`src/rtl/gpio_bank_pkg.sv`:
```
package gpio_bank_pkg;
  localparam int PINS_PER_BANK = 32;
  localparam int BANKS_PER_PAGE = 3;
  localparam int PAGE_SHIFT = 8;
  localparam int LINEAR_KINDS = 7;
  localparam int MASK_WORD = 'h9C >> 2;

  typedef enum logic [2:0] {
    RK_LEVEL = 3'd0,
    RK_DIR   = 3'd1,
    RK_SET   = 3'd2,
    RK_CLR   = 3'd3,
    RK_RISE  = 3'd4,
    RK_FALL  = 3'd5,
    RK_STAT  = 3'd6,
    RK_MASK  = 3'd7
  } reg_kind_e;

  typedef struct packed {
    logic dir;
    logic set;
    logic clr;
    logic rise;
    logic fall;
    logic stat;
    logic mask;
  } wr_strobe_t;
endpackage

```
`src/rtl/gpio_pin_sync.sv`:
```
module gpio_pin_sync #(
  parameter int WIDTH = 32
) (
  input  logic             clk,
  input  logic             rst,
  input  logic [WIDTH-1:0] raw_in,
  output logic [WIDTH-1:0] lvl_now,
  output logic [WIDTH-1:0] lvl_prev
);
  logic [WIDTH-1:0] meta_q, sync_q, prev_q;

  always_ff @(posedge clk) begin
    if (rst) begin
      meta_q <= '0;
      sync_q <= '0;
      prev_q <= '0;
    end else begin
      meta_q <= raw_in;
      sync_q <= meta_q;
      prev_q <= sync_q;
    end
  end

  assign lvl_now  = sync_q;
  assign lvl_prev = prev_q;
endmodule

```
`src/rtl/gpio_reg_decode.sv`:
```
module gpio_reg_decode
  import gpio_bank_pkg::*;
#(
  parameter int NUM_BANKS = 3,
  parameter int ADDR_W    = 10,
  localparam int BANK_W   = (NUM_BANKS > 1) ? $clog2(NUM_BANKS) : 1
) (
  input  logic [ADDR_W-1:0] addr,
  output logic              hit,
  output logic [BANK_W-1:0] bank,
  output reg_kind_e         kind
);
  int   word_i, page_i, sub_i, bank_i;
  logic known;

  always_comb begin
    word_i = int'(addr[PAGE_SHIFT-1:2]);
    page_i = int'(addr[ADDR_W-1:PAGE_SHIFT]);
    kind   = RK_LEVEL;
    sub_i  = 0;
    known  = 1'b0;
    if (word_i < LINEAR_KINDS * BANKS_PER_PAGE) begin
      kind  = reg_kind_e'(3'(word_i / BANKS_PER_PAGE));
      sub_i = word_i % BANKS_PER_PAGE;
      known = 1'b1;
    end else if (word_i >= MASK_WORD && word_i < MASK_WORD + BANKS_PER_PAGE) begin
      kind  = RK_MASK;
      sub_i = word_i - MASK_WORD;
      known = 1'b1;
    end
    bank_i = page_i * BANKS_PER_PAGE + sub_i;
    hit    = known && (addr[1:0] == 2'b00) && (bank_i < NUM_BANKS);
    bank   = BANK_W'(bank_i);
  end
endmodule

```
`src/rtl/gpio_bank_regs.sv`:
```
module gpio_bank_regs
  import gpio_bank_pkg::*;
#(
  parameter int WIDTH = PINS_PER_BANK
) (
  input  logic             clk,
  input  logic             rst,
  input  wr_strobe_t       wr,
  input  logic [WIDTH-1:0] wdata,
  input  logic [WIDTH-1:0] lvl_now,
  input  logic [WIDTH-1:0] lvl_prev,
  output logic [WIDTH-1:0] dir_q,
  output logic [WIDTH-1:0] out_q,
  output logic [WIDTH-1:0] rise_q,
  output logic [WIDTH-1:0] fall_q,
  output logic [WIDTH-1:0] stat_q,
  output logic [WIDTH-1:0] mask_q
);
  logic [WIDTH-1:0] rise_hit, fall_hit, edge_hit, clr_bits;

  always_comb begin
    rise_hit = rise_q & lvl_now & ~lvl_prev;
    fall_hit = fall_q & ~lvl_now & lvl_prev;
    edge_hit = rise_hit | fall_hit;
    clr_bits = wr.stat ? wdata : '0;
  end

  always_ff @(posedge clk) begin
    if (rst) begin
      dir_q  <= '0;
      out_q  <= '0;
      rise_q <= '0;
      fall_q <= '0;
      stat_q <= '0;
      mask_q <= '0;
    end else begin
      if (wr.dir)  dir_q  <= wdata;
      if (wr.rise) rise_q <= wdata;
      if (wr.fall) fall_q <= wdata;
      if (wr.mask) mask_q <= wdata;
      if (wr.set)       out_q <= out_q | wdata;
      else if (wr.clr)  out_q <= out_q & ~wdata;
      stat_q <= (stat_q & ~clr_bits) | edge_hit;
    end
  end

  // without a clearing write no status bit drops
  a_r8_sticky: assert property (@(posedge clk) disable iff (rst)
    !$past(wr.stat) |-> ((stat_q & $past(stat_q)) == $past(stat_q)));

  // a detected edge always lands, even with a concurrent clear
  a_r11_edge_wins: assert property (@(posedge clk) disable iff (rst)
    (edge_hit != '0) |=> ((stat_q & $past(edge_hit)) == $past(edge_hit)));

  // ones written to the set word appear on the latches
  a_r3_set_drives: assert property (@(posedge clk) disable iff (rst)
    wr.set |=> ((out_q & $past(wdata)) == $past(wdata)));

  // ones written to the clear word drop the latches
  a_r4_clr_drives: assert property (@(posedge clk) disable iff (rst)
    (wr.clr && !wr.set) |=> ((out_q & $past(wdata)) == '0));
endmodule

```
`src/rtl/gpio_banked_ctrl.sv`:
```
module gpio_banked_ctrl
  import gpio_bank_pkg::*;
#(
  parameter int NUM_BANKS = 3,
  parameter int ADDR_W    = 10,
  localparam int NPINS    = NUM_BANKS * PINS_PER_BANK,
  localparam int BANK_W   = (NUM_BANKS > 1) ? $clog2(NUM_BANKS) : 1
) (
  input  logic              clk,
  input  logic              rst,
  input  logic              bus_wr,
  input  logic              bus_rd,
  input  logic [ADDR_W-1:0] bus_addr,
  input  logic [31:0]       bus_wdata,
  output logic [31:0]       bus_rdata,
  input  logic [NPINS-1:0]  pin_in,
  output logic [NPINS-1:0]  pin_out,
  output logic [NPINS-1:0]  pin_oe,
  output logic              irq_combined,
  output logic              irq_pin0,
  output logic              irq_pin1
);
  logic              dec_hit;
  logic [BANK_W-1:0] dec_bank;
  reg_kind_e         dec_kind;
  logic [NPINS-1:0]  lvl_now, lvl_prev;

  logic [31:0] lvl_a  [NUM_BANKS];
  logic [31:0] dir_a  [NUM_BANKS];
  logic [31:0] out_a  [NUM_BANKS];
  logic [31:0] rise_a [NUM_BANKS];
  logic [31:0] fall_a [NUM_BANKS];
  logic [31:0] stat_a [NUM_BANKS];
  logic [31:0] mask_a [NUM_BANKS];
  logic [NUM_BANKS-1:0] bank_pend, bank_any;

  gpio_reg_decode #(.NUM_BANKS(NUM_BANKS), .ADDR_W(ADDR_W)) u_dec (
    .addr(bus_addr), .hit(dec_hit), .bank(dec_bank), .kind(dec_kind)
  );

  gpio_pin_sync #(.WIDTH(NPINS)) u_sync (
    .clk(clk), .rst(rst), .raw_in(pin_in), .lvl_now(lvl_now), .lvl_prev(lvl_prev)
  );

  for (genvar b = 0; b < NUM_BANKS; b++) begin : g_bank
    wr_strobe_t strobe;
    logic       sel;

    always_comb begin
      sel         = bus_wr && dec_hit && (dec_bank == BANK_W'(b));
      strobe.dir  = sel && (dec_kind == RK_DIR);
      strobe.set  = sel && (dec_kind == RK_SET);
      strobe.clr  = sel && (dec_kind == RK_CLR);
      strobe.rise = sel && (dec_kind == RK_RISE);
      strobe.fall = sel && (dec_kind == RK_FALL);
      strobe.stat = sel && (dec_kind == RK_STAT);
      strobe.mask = sel && (dec_kind == RK_MASK);
    end

    gpio_bank_regs #(.WIDTH(PINS_PER_BANK)) u_regs (
      .clk(clk), .rst(rst), .wr(strobe), .wdata(bus_wdata),
      .lvl_now(lvl_now[b*PINS_PER_BANK +: PINS_PER_BANK]),
      .lvl_prev(lvl_prev[b*PINS_PER_BANK +: PINS_PER_BANK]),
      .dir_q(dir_a[b]), .out_q(out_a[b]), .rise_q(rise_a[b]),
      .fall_q(fall_a[b]), .stat_q(stat_a[b]), .mask_q(mask_a[b])
    );

    assign lvl_a[b]     = lvl_now[b*PINS_PER_BANK +: PINS_PER_BANK];
    assign pin_out[b*PINS_PER_BANK +: PINS_PER_BANK] = out_a[b];
    assign pin_oe[b*PINS_PER_BANK +: PINS_PER_BANK]  = dir_a[b];
    assign bank_pend[b] = |(stat_a[b] & mask_a[b]);
    assign bank_any[b]  = |stat_a[b];
  end

  logic [31:0] rd_val;
  always_comb begin
    rd_val = '0;
    if (dec_hit) begin
      case (dec_kind)
        RK_LEVEL: rd_val = lvl_a[dec_bank];
        RK_DIR:   rd_val = dir_a[dec_bank];
        RK_RISE:  rd_val = rise_a[dec_bank];
        RK_FALL:  rd_val = fall_a[dec_bank];
        RK_STAT:  rd_val = stat_a[dec_bank];
        RK_MASK:  rd_val = mask_a[dec_bank];
        default:  rd_val = '0;
      endcase
    end
  end

  always_ff @(posedge clk) begin
    if (rst) begin
      bus_rdata    <= '0;
      irq_combined <= 1'b0;
      irq_pin0     <= 1'b0;
      irq_pin1     <= 1'b0;
    end else begin
      if (bus_rd) bus_rdata <= rd_val;
      irq_combined <= |bank_pend;
      irq_pin0     <= stat_a[0][0];
      irq_pin1     <= stat_a[0][1];
    end
  end

  // read data only moves on a read strobe
  a_r12_rdata_hold: assert property (@(posedge clk) disable iff (rst)
    !$past(bus_rd) |-> $stable(bus_rdata));

  // the combined line rises only after some status bit was set
  a_r9_irq_needs_status: assert property (@(posedge clk) disable iff (rst)
    $rose(irq_combined) |-> $past(|bank_any));
endmodule

```
`config.mk`:
```
export PLATFORM = sky130hd
export DESIGN_NAME = gpio_banked_ctrl
export DESIGN_NICKNAME = d
export VERILOG_FILES = /design/src/rtl/gpio_bank_pkg.sv /design/src/rtl/gpio_pin_sync.sv /design/src/rtl/gpio_reg_decode.sv /design/src/rtl/gpio_bank_regs.sv /design/src/rtl/gpio_banked_ctrl.sv
export SDC_FILE = /design/constraint.sdc
export NUM_CORES = 2
export LEC_CHECK = 0
export ABC_AREA = 1
export BUFFER_PORTS_ARGS = -buffer_cell sky130_fd_sc_hd__buf_2
export CORE_ASPECT_RATIO = 0.75
export CORE_MARGIN = 5
export CORE_UTILIZATION = 50
export CTS_BUF_LIST = sky130_fd_sc_hd__clkbuf_8 sky130_fd_sc_hd__clkbuf_16
export CTS_CLUSTER_SIZE = 24
export DETAILED_ROUTE_END_ITERATION = 10
export PLACE_DENSITY_LB_ADDON = 0.12
export SYNTH_ARGS = -nofsm -noshare
export SYNTH_HDL_FRONTEND = slang
export SYNTH_SLANG_ARGS = --single-unit
```
`constraint.sdc`:
```
create_clock -name clk -period 6.8 [get_ports clk]
set_input_delay 0.34 -clock clk [delete_from_list [all_inputs] [get_ports clk]]
set_output_delay 0.34 -clock clk [all_outputs]
set_load 0.05 [all_outputs]
```
After elaboration in Yosys (flattened, before gate mapping) --
Index checks and enable logic that the tools add are counted.
Storage, ports and cells: flip-flop bits (word level) 899, output and inout port bits 227, word-level logic and storage cells 155
Cells by class: $add $sub $neg 2, multiply operators 1, divide/modulo/power cells 2, order comparisons 5, equal/unequal tests 9, muxes and demuxes 35, bitwise logic cells 41, reduce and logical (&&, ||, !) cells 35
Operators with widths (number):
- 32-bit two-way mux | 24
- 32-bit bitwise AND | 21
- 32-bit binary-select mux with 2-bit select | 6
- 32-bit NOT | 10
- 32-bit bitwise OR | 9
- 32-bit one-hot mux with 6 select lines | 1
- 96-bit OR reduction | 1
- 32-bit adder | 1
- 7-bit by 3-bit divider with 32-bit output (second input constant) | 1
- 32-bit by 3-bit less-than comparator with 1-bit output (second input constant) | 1
- 7-bit by 3-bit remainder unit with 32-bit output (second input constant) | 1
- 1-bit logical AND | 28
- 3-bit equality test (second input constant) | 4
- 6-bit by 6-bit subtractor with 7-bit output (second input constant) | 1
- 3-bit by 2-bit equality test with 1-bit output (second input constant) | 2
- 6-bit >= comparator (second input constant) | 1
- 6-bit by 5-bit less-than comparator with 1-bit output (second input constant) | 1
- 6-bit less-than comparator (second input constant) | 1
- 3-bit two-way mux | 2
- 2-bit nonzero test | 3
- 2-bit logical NOT | 2
- 2-bit by 2-bit multiplier with 4-bit output (second input constant) | 1
- 3-bit by 1-bit equality test with 1-bit output (second input constant) | 1
- 3-bit >= comparator (second input constant) | 1
- 5 further kinds | 6

Logic depth before layout (Yosys ltp) --
word-level depth 14, mapped depth 42, mapped depth without buffers 39

Cells and area by module --
From an unflattened synthesis, not the netlist that was laid out.
Unflattened totals: cell total of the unflattened synthesis 5652, area, all modules 39037.4 um^2
Modules (own cells, without submodules):
- gpio_bank_regs | instances 3, cells an instance 988, area an instance 7454.6 um^2, sequential area each 3843.7 um^2
- gpio_pin_sync | instances 1, cells an instance 896, area an instance 8250.4 um^2, sequential area each 5765.5 um^2
- gpio_banked_ctrl | instances 1, cells an instance 1618, area an instance 7403.4 um^2, sequential area each 700.7 um^2
- gpio_reg_decode | instances 1, cells an instance 174, area an instance 1019.7 um^2, sequential area each 0.0 um^2

Least setup slack after synthesis --
OpenSTA, ideal clock, no wires.
kind input-to-reg, from input port bus_addr[6], to register bus_rdata[5], setup time 70 ps, arrival time 5476 ps, required time 6730 ps, slack 1254 ps, stages on the path 36, buffers on the path 6, path through buf_6 clkbuf_1 ha_1 nand2_1 nand2_2 nor2_4 nand3_2 nand2_1 inv_1 o21bai_1 nand2_1 inv_1 ha_1 nor2_4 nand3_2 buf_6 nand2_1 and2_1 ha_1 inv_1 nand3_2 nor2_1 inv_1 o21ai_0 inv_1 ha_1 fa_1 inv_1 nor2_1 clkbuf_1 clkbuf_1 buf_1 nand2_1 a31oi_1 o211ai_1 a21oi_1
On the way: word-level cells in the longest chain between the ends 11, elaborated cells on any way between the ends 44, those cells by class 2 x add/sub; 2 x div; 4 x order compare; 5 x eq/ne; 26 x mux; 1 x bitwise; 4 x reduce/logical
RTL lines:
- from (decl) | RTL line gpio_banked_ctrl.sv:13 | input logic [ADDR_W-1:0] bus_addr,
- parallel branches: the longest is 10 deep, another holds 7-bit by 3-bit remainder unit with 32-bit output
- 32-bit two-way mux * | RTL line gpio_banked_ctrl.sv:78 | if (dec_hit) begin
- to (signal assigned) | RTL line gpio_banked_ctrl.sv:98 | if (bus_rd) bus_rdata <= rd_val;
- to (decl) | RTL line gpio_banked_ctrl.sv:15 | output logic [31:0] bus_rdata,
Mark *: on every way between the ends. The select of a mux whose other input is x is not followed. A chain may end at the register's enable or synchronous reset.

Worst setup path after layout --
from input port bus_addr[7], to register bus_rdata[14]
The elaborated chain is that of the path after synthesis.

==> run metrics <==
initial core utilization=between 50% and 60%; largest net degree at the start of global routing=roughly 170; Final #Nets=between 5000 and 6000; ranking of synthesized cells by area=dfxtp_1 48%, nor2_1 12%, nand2_1 8.0%; worst skew pair latency=between 0.6 and 0.7 ns; crit-path max FO=34; Clock Sinks=about 900; total die area=around 80000 um^2; area delta synth->final=16.52%; Core Region=roughly 74000 um^2; post-route cell area=between 40000 and 50000 um^2; CP Data Required Time=around 7.4 ns; post-CTS setup buffers=0; internal power=about 8.6 mW; first-pass iteration count of the detailed router=6; Syn Inst Count=between 5000 and 6000; Cell Rows=86; post-route minimum period=5.958 ns; Setup violations, final=0; Vias/cell=5.652; P_leak=between 15 and 20 nW; grt met1 use=between 40% and 50%; setup TNS=0 ns; switch share=about a quarter; Final Max Tran Viols=0; Psw=between 3 and 4 mW; Critical Path Source Type=input port; cell mode on critical path=inv_1; final worst-path cycle share=87.61%; crit path DAT=around 6.5 ns; Syn. warnings=0; Multi-input gate area=16130 um^2; met3 Use GR=8.012%; status=finished clean; routability cong.=a little over 0.9; Routed Antenna Nets=0; first-pass GRT wire length=a little over 200000 um; Crit Path Category=in -> reg; PD cells=269.1 nW/um^2; Die Wd=325.3 um; clock share of power=between 40 and 50%; met2 usage=between 40% and 50%; Logic pwr share=10.6%; family with the most delay on the worst path=simple AND/OR/NAND/NOR gates; worst-margin pin slew=1.116 ns; DRT Wirelength=roughly 140000 um; Starting DRT DRC Count=between 4000 and 5000; HPWL Detailed=between 80000 and 90000 um; total gr overflow=0; TritonCTS clock tree=yes; Clock H-tree levels=3; crit path max-delay cell type=fa_1; Crit path buffers/inverters=9; CTS root buffer=clkbuf_16; fillers=roughly 7000; worst vdd ir=approximately 0.19 mV; synth cell count leaders=1195 x nor2_1, 899 x dfxtp_1, 792 x nand2_1; Yosys top cell area share=about 48%; vias=roughly 37000; post-layout util=between 50 and 60%; sequential area share after synthesis=roughly half; Sequential Area=18000 um^2; initial antenna violation count=3; share of power burned in registers=46.0%; Max Buffers Root-to-Sink=3; Max-slew headroom=approximately 25%; port bufs=368; Post-synth top flop=dfxtp_1; Syn Nets=between 5000 and 6000; synth unique cells=between 50 and 60; Residual DRC=0; gr usage total=32.86%; Synth area leader=dfxtp_1; synthesized flop and latch total=between 800 and 900; vias in the first global route=between 30000 and 40000; RSZ-0062 raised after global routing=false; Post-synth EDFFs=0; critical path capture point type=flip-flop; Max Cap Viol=0; share of cells above drive strength 1=between 10% and 20%; die height=roughly 250 um; syn_area_per_cell=around 7 um^2; most common cell in the netlist=nor2_1; Largest stage delay, worst path=0.62 ns; async set-reset flop share out of synthesis=0%; clk_skew=around 0.03 ns; Synth Cell Area=about 37000 um^2; Hold Fails Final Rpt=0; gr busiest metal=met2; CTS buffer count=slightly below 90; WHS=0.1000 ns; Hold Path Class=in -> reg; fmax=roughly 170 MHz; WL per Instance=~21 um; I/O pins=roughly 370; clock slew at reported path FFs=0.06 ns; Placed Area=39470 um^2
-- power by group through the flow --
stage,registers [mW],logic (mW),clock network (mW)
3_5_place_dp,5.50,1.15,0
2_1_floorplan,5.49,0.686,0
4_1_cts,5.38,1.20,5.13
6_report,5.38,1.24,5.08
3_3_place_gp,5.49,1.15,0
5_1_grt,5.38,1.30,5.33
-- repair_timing --
item                                   in CTS  in global routing
hold buffers                               96                  0
endpoints found under the hold margin      96                  0
gates resized for setup                     0                  0
-- logic make-up after synthesis --
kind of cell	share of synthesized area [%]
AO/OA/AOI/OAI	15.87
XOR/XNOR	0.02350
adder cells (fa/ha/maj)	0.4900
buffers and inverters	8.685
flip-flops	48.27
AND/OR/NAND/NOR	26.66
-- layout make-up --
| type | count | share of cell area [%] |
|---|---|---|
| antenna | 1 | 0.005760 |
| multi-input combinational | 3503 | 37.12 |
| timing repair buffer | 547 | 8.369 |
| inverter | 385 | 3.361 |
| clock inverter | 44 | 0.9331 |
| clock buffer | 114 | 5.996 |
| tap | 968 | 2.788 |
| sequential | 899 | 41.43 |
-- per-layer routing --
layer  vias to the layer above  wire length [um]
li1                      17321                 -
met1                     17009             59780
met2                      1901             57180
met3                       285             15070
met4                         2              4438
met5                         -                13
-- stage by stage --
step | total power, mW | cells | setup WS (ns)
global placement | 6.645 | 6206 | 0.4065
finish | 11.69 | 6461 | 0.8422
global route | 12.01 | 6461 | 0.2440
floorplan | 6.172 | 5171 | 1.254
CTS | 11.70 | 6460 | 0.9786
detailed placement | 6.648 | 6206 | 0.2950
-- path summary, 6_finish.rpt --
| check | to | slack (ns) | depth (start not counted) | from |
|---|---|---|---|---|
| worst min-delay path | flip-flop | 0.10 | 2 | rst |
| worst max register to register | irq_combined$_SDFF_PP0_ | 4.46 | 5 | g_bank[0].u_regs.stat_q[14]$_SDFF_PP0_ |
| worst max-delay path | bus_rdata[14]$_SDFFE_PP0P_ | 0.84 | 35 | bus_addr[7] |
| worst min register to register | u_sync.lvl_now[75]$_SDFF_PP0_ | 0.40 | 2 | u_sync.meta_q[75]$_SDFF_PP0_ |
-- worst reg2reg max path: cells and delay by family, from the launching register on --
family          cells  cell delay (ns)
compound gates      3             1.10
simple gates        2             0.69
flops               1             0.34
-- cell usage in the layout, fill, tap and decap left out, types with 14 or more instances in the layout --
cell	instances
a221oi_1	17
o21ai_1	149
buf_12	16
nand2_1	792
buf_2	367
nand3_1	350
dlygate4sd3_1	96
clkbuf_16	92
o22ai_1	14
nor2_1	1186
clkbuf_8	22
o21ai_0	285
a22oi_1	69
a22o_1	25
buf_4	67
o221ai_1	19
dfxtp_1	899
a21oi_1	308
nand4_1	40
a31oi_1	139
nor3_1	21
inv_2	19
inv_1	377
No activity file was read; power rests on OpenSTA's default activity.
